### config.mk
export PLATFORM = sky130hd
export DESIGN_NAME = lut_access_port
export DESIGN_NICKNAME = d
export VERILOG_FILES = /design/src/rtl/lut_pkg.sv /design/src/rtl/lut_entry_ram.sv /design/src/rtl/lut_clear_seq.sv /design/src/rtl/lut_reg_slave.sv /design/src/rtl/lut_access_port.sv
export SDC_FILE = /design/constraint.sdc
export NUM_CORES = 2
export LEC_CHECK = 0
export BUFFER_PORTS_ARGS = -buffer_cell sky130_fd_sc_hd__buf_2
export CAP_MARGIN = 0
export CORE_MARGIN = 2
export CORE_UTILIZATION = 25
export CTS_CLUSTER_SIZE = 16
export DETAILED_ROUTE_END_ITERATION = 8
export GPL_ROUTABILITY_DRIVEN = 1
export GPL_TIMING_DRIVEN = 0
export PLACE_DENSITY_LB_ADDON = 0.05
export SLEW_MARGIN = 20
export SYNTH_ARGS = -nofsm -noshare
export SYNTH_HDL_FRONTEND = slang
export SYNTH_SLANG_ARGS = --single-unit
### constraint.sdc
create_clock -name clk_i -period 2.7 [get_ports clk_i]
set_input_delay 0.54 -clock clk_i [delete_from_list [all_inputs] [get_ports clk_i]]
set_output_delay 0.54 -clock clk_i [all_outputs]
set_load 0.05 [all_outputs]
### src/rtl/lut_pkg.sv
package lut_pkg;
  localparam int unsigned WORD_W   = 32;
  localparam int unsigned ENTRY_W  = 68;
  localparam int unsigned HI_W     = ENTRY_W - 2 * WORD_W;
  localparam int unsigned TYPE_LSB = 60;
  localparam int unsigned TYPE_W   = 2;
  localparam int unsigned ADDR_W   = 8;
  localparam int unsigned IDXF_W   = 8;

  localparam logic [TYPE_W-1:0] TYPE_FREE = '0;

  localparam logic [ADDR_W-1:0] OFF_GCTL  = 8'h08;
  localparam logic [ADDR_W-1:0] OFF_TCTL  = 8'h20;
  localparam logic [ADDR_W-1:0] OFF_DATA0 = 8'h34;
  localparam logic [ADDR_W-1:0] OFF_DATA1 = 8'h38;
  localparam logic [ADDR_W-1:0] OFF_DATA2 = 8'h3C;

  localparam int unsigned BIT_EN     = 31;
  localparam int unsigned BIT_CLR    = 30;
  localparam int unsigned BIT_BUSY   = 0;
  localparam int unsigned BIT_COMMIT = 31;

  typedef logic [ENTRY_W-1:0] entry_t;
endpackage

### src/rtl/lut_entry_ram.sv
module lut_entry_ram
  import lut_pkg::*;
#(
  parameter int unsigned DEPTH = 16,
  localparam int unsigned IDX_W = (DEPTH > 1) ? $clog2(DEPTH) : 1
) (
  input  logic             clk_i,
  input  logic             rst_ni,
  input  logic             wr_en_i,
  input  logic [IDX_W-1:0] wr_idx_i,
  input  entry_t           wr_data_i,
  input  logic [IDX_W-1:0] rd_idx_i,
  output entry_t           rd_data_o,
  input  logic             clr_en_i,
  input  logic [IDX_W-1:0] clr_idx_i
);
  entry_t mem [DEPTH];

  always_ff @(posedge clk_i or negedge rst_ni) begin
    if (!rst_ni) begin
      for (int e = 0; e < DEPTH; e++) mem[e] <= '0;
    end else if (wr_en_i) begin
      mem[wr_idx_i] <= wr_data_i;
    end else if (clr_en_i) begin
      mem[clr_idx_i][TYPE_LSB +: TYPE_W] <= TYPE_FREE;
    end
  end

  assign rd_data_o = mem[rd_idx_i];

  // a commit lands in the addressed entry
  a_r2_commit_lands: assert property (@(posedge clk_i) disable iff (!rst_ni)
    wr_en_i |=> mem[$past(wr_idx_i)] == $past(wr_data_i));
  // table writes never overlap the wipe
  a_r7_no_write_in_wipe: assert property (@(posedge clk_i) disable iff (!rst_ni)
    wr_en_i |-> !clr_en_i);
  // a wiped entry is free afterwards
  a_r6_entry_freed: assert property (@(posedge clk_i) disable iff (!rst_ni)
    clr_en_i |=> mem[$past(clr_idx_i)][TYPE_LSB +: TYPE_W] == TYPE_FREE);
endmodule

### src/rtl/lut_clear_seq.sv
module lut_clear_seq #(
  parameter int unsigned DEPTH = 16,
  localparam int unsigned IDX_W = (DEPTH > 1) ? $clog2(DEPTH) : 1
) (
  input  logic             clk_i,
  input  logic             rst_ni,
  input  logic             start_i,
  output logic             busy_o,
  output logic [IDX_W-1:0] clr_idx_o
);
  localparam logic [IDX_W-1:0] LAST = IDX_W'(DEPTH - 1);

  always_ff @(posedge clk_i or negedge rst_ni) begin
    if (!rst_ni) begin
      busy_o    <= 1'b0;
      clr_idx_o <= '0;
    end else if (busy_o) begin
      if (clr_idx_o == LAST) begin
        busy_o    <= 1'b0;
        clr_idx_o <= '0;
      end else begin
        clr_idx_o <= clr_idx_o + 1'b1;
      end
    end else if (start_i) begin
      busy_o    <= 1'b1;
      clr_idx_o <= '0;
    end
  end

  // the wipe ends after the last entry
  a_r6_self_clear: assert property (@(posedge clk_i) disable iff (!rst_ni)
    (busy_o && clr_idx_o == LAST) |=> !busy_o);
  // every wipe begins at entry zero
  a_r6_starts_at_zero: assert property (@(posedge clk_i) disable iff (!rst_ni)
    $rose(busy_o) |-> clr_idx_o == '0);
endmodule

### src/rtl/lut_reg_slave.sv
module lut_reg_slave
  import lut_pkg::*;
#(
  parameter int unsigned DEPTH = 16,
  localparam int unsigned IDX_W = (DEPTH > 1) ? $clog2(DEPTH) : 1
) (
  input  logic              clk_i,
  input  logic              rst_ni,
  input  logic              req_i,
  input  logic              we_i,
  input  logic [ADDR_W-1:0] addr_i,
  input  logic [WORD_W-1:0] wdata_i,
  output logic [WORD_W-1:0] rdata_o,
  output logic              rvalid_o,
  output logic              enable_o,
  input  logic              busy_i,
  output logic              clr_start_o,
  output logic              wr_en_o,
  output logic [IDX_W-1:0]  idx_o,
  output entry_t            stage_o,
  input  entry_t            rd_data_i
);
  logic              wr_req, rd_req, tctl_hit, in_range, select;
  logic [IDXF_W-1:0] idx_field, last_idx;
  entry_t            stage;
  logic [WORD_W-1:0] rmux;

  assign wr_req    = req_i && we_i;
  assign rd_req    = req_i && !we_i;
  assign tctl_hit  = wr_req && addr_i == OFF_TCTL && !busy_i;
  assign idx_field = wdata_i[IDXF_W-1:0];
  assign in_range  = 32'(idx_field) < DEPTH;
  assign idx_o     = IDX_W'(idx_field);
  assign wr_en_o   = tctl_hit && wdata_i[BIT_COMMIT] && in_range;
  assign select    = tctl_hit && !wdata_i[BIT_COMMIT];
  assign clr_start_o = wr_req && addr_i == OFF_GCTL && wdata_i[BIT_CLR] && !busy_i;
  assign stage_o   = stage;

  always_ff @(posedge clk_i or negedge rst_ni) begin
    if (!rst_ni) begin
      stage    <= '0;
      last_idx <= '0;
      enable_o <= 1'b0;
    end else begin
      if (tctl_hit) last_idx <= idx_field;
      if (select) stage <= in_range ? rd_data_i : '0;
      if (wr_req) begin
        unique case (addr_i)
          OFF_GCTL:  enable_o <= wdata_i[BIT_EN];
          OFF_DATA0: stage[ENTRY_W-1 -: HI_W] <= wdata_i[HI_W-1:0];
          OFF_DATA1: stage[2*WORD_W-1 -: WORD_W] <= wdata_i;
          OFF_DATA2: stage[WORD_W-1:0] <= wdata_i;
          default: ;
        endcase
      end
    end
  end

  always_comb begin
    rmux = '0;
    unique case (addr_i)
      OFF_GCTL: begin
        rmux[BIT_EN]   = enable_o;
        rmux[BIT_CLR]  = busy_i;
        rmux[BIT_BUSY] = busy_i;
      end
      OFF_TCTL:  rmux = WORD_W'(last_idx);
      OFF_DATA0: rmux = WORD_W'(stage[ENTRY_W-1 -: HI_W]);
      OFF_DATA1: rmux = stage[2*WORD_W-1 -: WORD_W];
      OFF_DATA2: rmux = stage[WORD_W-1:0];
      default:   rmux = '0;
    endcase
  end

  always_ff @(posedge clk_i or negedge rst_ni) begin
    if (!rst_ni) begin
      rvalid_o <= 1'b0;
      rdata_o  <= '0;
    end else begin
      rvalid_o <= rd_req;
      if (rd_req) rdata_o <= rmux;
    end
  end

  // upper bits of the top word never read as one
  a_r4_top_word_masked: assert property (@(posedge clk_i) disable iff (!rst_ni)
    (rvalid_o && $past(addr_i) == OFF_DATA0) |-> rdata_o[WORD_W-1:HI_W] == '0);
  // out-of-range readback yields zeros
  a_r5_oob_zero: assert property (@(posedge clk_i) disable iff (!rst_ni)
    (select && !in_range) |=> stage == '0);
  // read data is valid exactly one cycle after a read request
  a_r9_rvalid_timing: assert property (@(posedge clk_i) disable iff (!rst_ni)
    rd_req |=> rvalid_o);
endmodule

### src/rtl/lut_access_port.sv
module lut_access_port
  import lut_pkg::*;
#(
  parameter int unsigned DEPTH = 16
) (
  input  logic        clk_i,
  input  logic        rst_ni,
  input  logic        req_i,
  input  logic        we_i,
  input  logic [7:0]  addr_i,
  input  logic [31:0] wdata_i,
  output logic [31:0] rdata_o,
  output logic        rvalid_o,
  output logic        enable_o
);
  localparam int unsigned IDX_W = (DEPTH > 1) ? $clog2(DEPTH) : 1;

  logic             busy, clr_start, wr_en;
  logic [IDX_W-1:0] idx, clr_idx;
  entry_t           stage, rd_data;

  lut_reg_slave #(.DEPTH(DEPTH)) u_regs (
    .clk_i, .rst_ni, .req_i, .we_i, .addr_i, .wdata_i,
    .rdata_o, .rvalid_o, .enable_o,
    .busy_i(busy), .clr_start_o(clr_start), .wr_en_o(wr_en),
    .idx_o(idx), .stage_o(stage), .rd_data_i(rd_data)
  );

  lut_clear_seq #(.DEPTH(DEPTH)) u_clr (
    .clk_i, .rst_ni, .start_i(clr_start), .busy_o(busy), .clr_idx_o(clr_idx)
  );

  lut_entry_ram #(.DEPTH(DEPTH)) u_ram (
    .clk_i, .rst_ni,
    .wr_en_i(wr_en), .wr_idx_i(idx), .wr_data_i(stage),
    .rd_idx_i(idx), .rd_data_o(rd_data),
    .clr_en_i(busy), .clr_idx_i(clr_idx)
  );

  // enable output follows the written bit
  a_r8_enable_follows: assert property (@(posedge clk_i) disable iff (!rst_ni)
    (req_i && we_i && addr_i == OFF_GCTL) |=> enable_o == $past(wdata_i[BIT_EN]));
endmodule

After elaboration in Yosys (flattened, before gate mapping)
Index checks and enable logic that the tools add are counted.
{"block": "word_totals", "latch_bits": 0, "rom_bits": 0, "output_inout_bits": 34, "input_bits": 44, "word_cells": 81, "memories": 0, "reg_bits": 1203, "mem_bits_rw": 0}
{"block": "op_classes", "n_lt_le_gt_ge": 5, "shifts": 0, "reduce_logical": 18, "mul": 0, "eq_ne": 6, "muxes": 26, "n_div": 0, "n_addsub": 1, "bitwise": 2}
{"op": "1088-bit bitwise mux", "count": 2}
{"op": "1088-bit two-way mux", "count": 2}
{"op": "68-bit demux with 4-bit select", "count": 2}
{"op": "68-bit two-way mux", "count": 6}
{"op": "68-bit binary-select mux with 4-bit select", "count": 1}
{"op": "29-bit one-hot mux with 4 select lines", "count": 1}
{"op": "32-bit two-way mux", "count": 2}
{"op": "62-bit two-way mux", "count": 1}
{"op": "8-bit by 6-bit == test with 1-bit output, second input constant", "count": 4}
{"op": "4-bit two-way mux", "count": 4}
{"op": "1-bit logical AND", "count": 12}
{"op": "5-bit greater-or-equal comparator, second input constant", "count": 2}
{"op": "5-bit by 1-bit less-than comparator with 1-bit output, second input constant", "count": 2}
{"op": "4-bit inverter with 5-bit output", "count": 2}
{"op": "8-bit by 4-bit == test with 1-bit output, second input constant", "count": 1}
{"op": "8-bit by 5-bit less-than comparator with 1-bit output, second input constant", "count": 1}
{"op": "2-bit one-hot mux with 3 select lines", "count": 1}
{"op": "1-bit one-hot mux with 5 select lines", "count": 1}
{"op": "4-bit by 1-bit adder with 4-bit output, second input constant", "count": 1}
{"op": "4-bit == test, second input constant", "count": 1}
{"op": "2-bit nonzero test", "count": 2}
{"op": "1-bit logical NOT", "count": 3}
{"op": "1-bit two-way mux", "count": 3}
{"op": "2-bit AND reduction", "count": 1}

Depth between registers and ports, before layout
{"block": "logic_depth", "word_depth": 8, "depth_mapped": 9, "mapped_depth_nobuf": 5}

Cells and area by module
Synthesis repeated with hierarchy kept, for this count alone.
{"block": "hier_totals", "cells_unflattened": 4182, "area_unflattened_um2": 54601.1}
{"module": "lut_entry_ram", "n_inst": 1, "seq_area_each_um2": 27226.1, "cells_per_inst": 3569, "area_per_inst_um2": 48576.6}
{"module": "lut_reg_slave", "n_inst": 1, "seq_area_each_um2": 2752.6, "cells_per_inst": 588, "area_per_inst_um2": 5771.8}
{"module": "lut_clear_seq", "n_inst": 1, "seq_area_each_um2": 125.1, "cells_per_inst": 25, "area_per_inst_um2": 252.7}

Worst setup path after synthesis
OpenSTA, ideal clock, no wires.
{"block": "synth_path", "path_kind": "input to register", "start": "input port addr_i[7]", "end": "register u_ram.mem[603] (netlist name)", "t_arrival_ns": 2.308, "n_path_buf": 2, "cell_stages": 6, "setup_ns": 0.128, "required_time_ns": 2.572, "setup_slack_ns": 0.265, "path_cell_list": "nor4_4 -> nand3_1 -> buf_6 -> nor4_4 -> buf_4 -> mux2_1"}
{"block": "synth_via", "elab_chain_len": 6, "elab_cells_between_ends": 7, "classes_between": "eq/ne: 1; mux: 1; reduce/logical: 5"}
{"item": "from (decl)", "line_no": "lut_access_port.sv:10", "source": "input logic [7:0] addr_i,"}
{"item": "8-bit by 6-bit == test with 1-bit output *", "line_no": "lut_reg_slave.sv:30", "source": "assign tctl_hit = wr_req && addr_i == OFF_TCTL && !busy_i;"}
{"item": "1-bit logical AND * (2 in a row)", "line_no": "lut_reg_slave.sv:30"}
{"item": "1-bit logical AND * (2 in a row)", "line_no": "lut_reg_slave.sv:34", "source": "assign wr_en_o = tctl_hit && wdata_i[BIT_COMMIT] && in_range;"}
{"item": "1088-bit two-way mux / 2-bit nonzero test (equally long branches)"}
{"item": "to (signal, indexed assignment)", "line_no": "lut_entry_ram.sv:23", "source": "mem[wr_idx_i] <= wr_data_i;"}
{"item": "to (decl)", "line_no": "lut_entry_ram.sv:17", "source": "entry_t mem [DEPTH];"}
Mark *: on every way between the ends. The rest lies on a longest branch, timed or not.
A chain may end at the register's enable or synchronous reset.

Worst setup path in the final report
{"block": "layout_path", "start": "input port wdata_i[2]", "end": "register u_ram.mem[148] (netlist name)"}
{"block": "layout_via", "elab_chain_len": 7, "elab_cells_between_ends": 11, "classes_between": "order compare: 3; mux: 4; bitwise: 1; reduce/logical: 3"}
{"item": "from (decl)", "line_no": "lut_access_port.sv:11", "source": "input logic [31:0] wdata_i,"}
{"item": "4-bit inverter with 5-bit output (not written as such)", "line_no": "lut_entry_ram.sv:23"}
{"item": "5-bit greater-or-equal comparator (not written as such) / 5-bit by 1-bit less-than comparator with 1-bit output (equally long branches)", "line_no": "lut_entry_ram.sv:23"}
{"item": "1-bit logical AND (not written as such)", "line_no": "lut_entry_ram.sv:23"}
{"item": "68-bit two-way mux (not written as such)", "line_no": "lut_entry_ram.sv:23"}
{"item": "68-bit demux with 4-bit select", "line_no": "lut_entry_ram.sv:23"}
{"item": "1088-bit bitwise mux", "line_no": "lut_entry_ram.sv:23"}
{"item": "1088-bit two-way mux", "line_no": "lut_entry_ram.sv:22", "source": "end else if (wr_en_i) begin"}
Parallel ways exist; a longest one is shown, timed or not.

==> metrics.cfg <==
[yosys]
ys_seq_elements=1203
synth.area.top_cells=dfrtp_1, mux2_2, mux4_2
mappedNetlistArea_sq_um=54800
syn_nets=3784
synth_cell_types=52
syn_area_per_cell_sq_um=14.7
synth_ff_type=dfrtp_1
yosys_warnings=0
yosysMostFrequentCell=dfrtp_1
yosysTopAreaCell=dfrtp_1
synth-edff-count=0
synth_top_cell_area_share=0.550
synth_cells=3736
synthTopCellsByCount=dfrtp_1, mux2_2, mux2_1
synth.yosys.seq_area_share=0.550
async_flop_share=1.00

[global_route]
grt_max_degree=121
grt_overflow=0
antenna_found_initial=12
grt_usage=0.178
grt_pass1_vias=35298
grt_pass1_wl_mm=284

[final_layout]
area_growth_pct=18.6
finalInstanceArea_sq_um=64900
final_util=0.299
drive_gt1_frac=0.365
final_nets=4079

[placement]
port_buffers=74
dp_hpwl_mm=142
placed_area_sq_um=59400
gp_congestion=0.794

[setup_path]
critPathTopFamily=buffers and inverters
crit_chain=buf_2 -> buf_1 -> nand2_1 -> nor4_4 -> buf_6 -> buf_6 -> mux2_1
path_buf_inv=4
worstReg2RegEnd=u_ram.mem[148]
cpMaxStageDelayCell=buf_1
worstPathArrival_ns=3.41
critPathMaxStageDelay_ns=0.73
start_kind=input pin
rr_startpoint=u_clr.busy_o
critPathKind=in2reg
cp_max_fo=10
ff2ff_setup_slack_ns=0.02
r2r_cells=6
critPathMostFrequentCell=buf_6
crit_required_ns=3.36
end_kind=flip-flop

[floorplanning]
initial_core_util=0.252
die_w_microns=472
num_rows=171
fp.coreArea_sq_um=217000
die-area_sq_um=223000
io_pins=78
die_y_microns=472

[run_status]
failed_checks=setup timing
status=finished with violations

[sta]
slew_violations=0
finalHoldViolations=0
finalClockSkew_ns=0.0281
finalSetupViolations=31
tightest_slew_ns=1.03
relSlewSlack=0.314
layout_setup_ws_ns=-0.0430
finalSetupTns_ns=-0.542
fin_crit_sh=1.02
fmax_mhz=365
period_needed_ns=2.74
rsz0062_at_grt=true

[cts]
cts_htree_levels=4
insertion_delay_ns=0.80
clock_path_buffers=3
clkSinkCount=1203
root_buffer=clkbuf_16
cts_tree=done
cts_buffers=154
path_clk_slew_ns=0.06

[pwr]
ir_drop_mv=0.711
power_density_nw_per_um2=624
p_leak_uw=0.0308

[min_path]
hold_path.class=in2async

[job]
cap_violations=0

[routing]
wl_per_cell_microns=28.2
viasPerCell=4.70
drc=0
drt_first_pass_iters=5
drt_wl_total_mm=198
num_vias=32937
ant_nets=0
first_iter_violations=1851

-- worst max path at each step --
| stage | cells past startpoint | to | slack (ns) | from |
|---|---|---|---|---|
| final | 7 | u_ram.mem[148] | -0.04 | wdata_i[2] |
| after global placement | 1 | u_ram.mem[693] | -29.55 | rst_ni |
| after floorplan | 6 | u_ram.mem[603] | 0.26 | addr_i[7] |
| after CTS | 6 | u_ram.mem[627] | 0.005 | rst_ni |
| after detailed placement | 7 | u_regs.stage_o[26] | -1.68 | wdata_i[1] |
| after global routing | 8 | u_regs.stage_o[44] | -0.02 | u_clr.busy_o |
-- cells in the final DEF (no fill, tap or decap), types with 8 or more instances in the layout --
cell / instances
dfrtp_1: 1203
o21ai_1: 35
nor3_4: 8
clkbuf_2: 18
nand2_1: 285
nor2_1: 69
buf_2: 172
nor4_4: 9
o211ai_1: 61
mux2_1: 471
mux4_2: 271
buf_1: 14
a31oi_1: 61
clkinv_2: 23
or2_2: 62
buf_4: 41
o21ai_0: 71
a21oi_1: 15
buf_6: 53
a22oi_1: 93
mux2_2: 598
clkbuf_16: 160
buf_12: 13
clkbuf_1: 173
buf_16: 17
nand3_1: 20
clkbuf_8: 36
-- flip-flops by register name (all words and copies together), names as in the netlist --
register and cells:
u_regs.stage_o 68, u_regs.enable_o 1, u_clr.clr_idx_o 4, u_regs.last_idx 8
u_regs.rdata_o 32, u_clr.busy_o 1, u_ram.mem 1088, u_regs.rvalid_o 1
-- layout make-up --
type / count / area, sq um
antenna: 4 / 10.0
buffer: 332 / 1840
clock buffer: 238 / 4640
clock inverter: 34 / 290
fill: 21858 / 152000
inverter: 5 / 18.8
multi-input combinational: 2193 / 23000
sequential: 1203 / 30100
tap: 2854 / 3570
timing repair buffer: 142 / 1490
-- logic make-up after synthesis --
family                   after synthesis  synth area share
AO/OA/AOI/OAI                        354            0.0419
multiplexers                        1343             0.332
buffers and inverters                340            0.0325
adder cells (fa/ha/maj)                4          0.000914
flip-flops                          1203             0.550
AND/OR/NAND/NOR                      491            0.0428
XOR/XNOR                               1          0.000160
-- worst register-to-register path: stages, from the launching register on --
cell and delay, ns:
dfrtp_1 0.47, and3b_2 0.38, nand3_4 0.26, nor4_4 0.64
buf_6 0.25, buf_6 0.21, mux2_1 0.35
-- per-stage QoR --
step	worst slack [ns]	cells	power [uW]	hold WS, ns
floorplan	0.265	3736	19200	0.244
global placement	-29.55	6664	20400	0.460
detailed placement	-1.68	6699	20400	0.380
CTS	0.00511	6986	41300	-0.502
global route	-0.0160	7003	42200	0.0641
finish	-0.0430	7005	40500	0.104
-- what timing repair did --
item                                   in CTS  in global routing
gates cloned                                0                  1
buffers inserted                           18                  2
pin swaps                                  12                  1
setup endpoints to repair                1123                147
endpoints found under the hold margin     247                 53
gates resized for setup                    34                  6
-- routing by layer --
layer,wire length [microns],GRT usage,vias to the layer above
li1,-,-,14416
met5,0,0,-
met1,93900,0.248,17831
met4,6360,0.0596,0
met3,4510,0.0209,242
met2,93000,0.286,448
-- report_power, final --
group / leakage [uW] / switching [uW] / internal [uW]
Sequential: 0.0167 / 202 / 18100
Combinational: 0.0117 / 1310 / 466
Clock: 0.00244 / 8350 / 12000
Total: 0.0308 / 9870 / 30600
No activity file was read; power rests on OpenSTA's default activity.
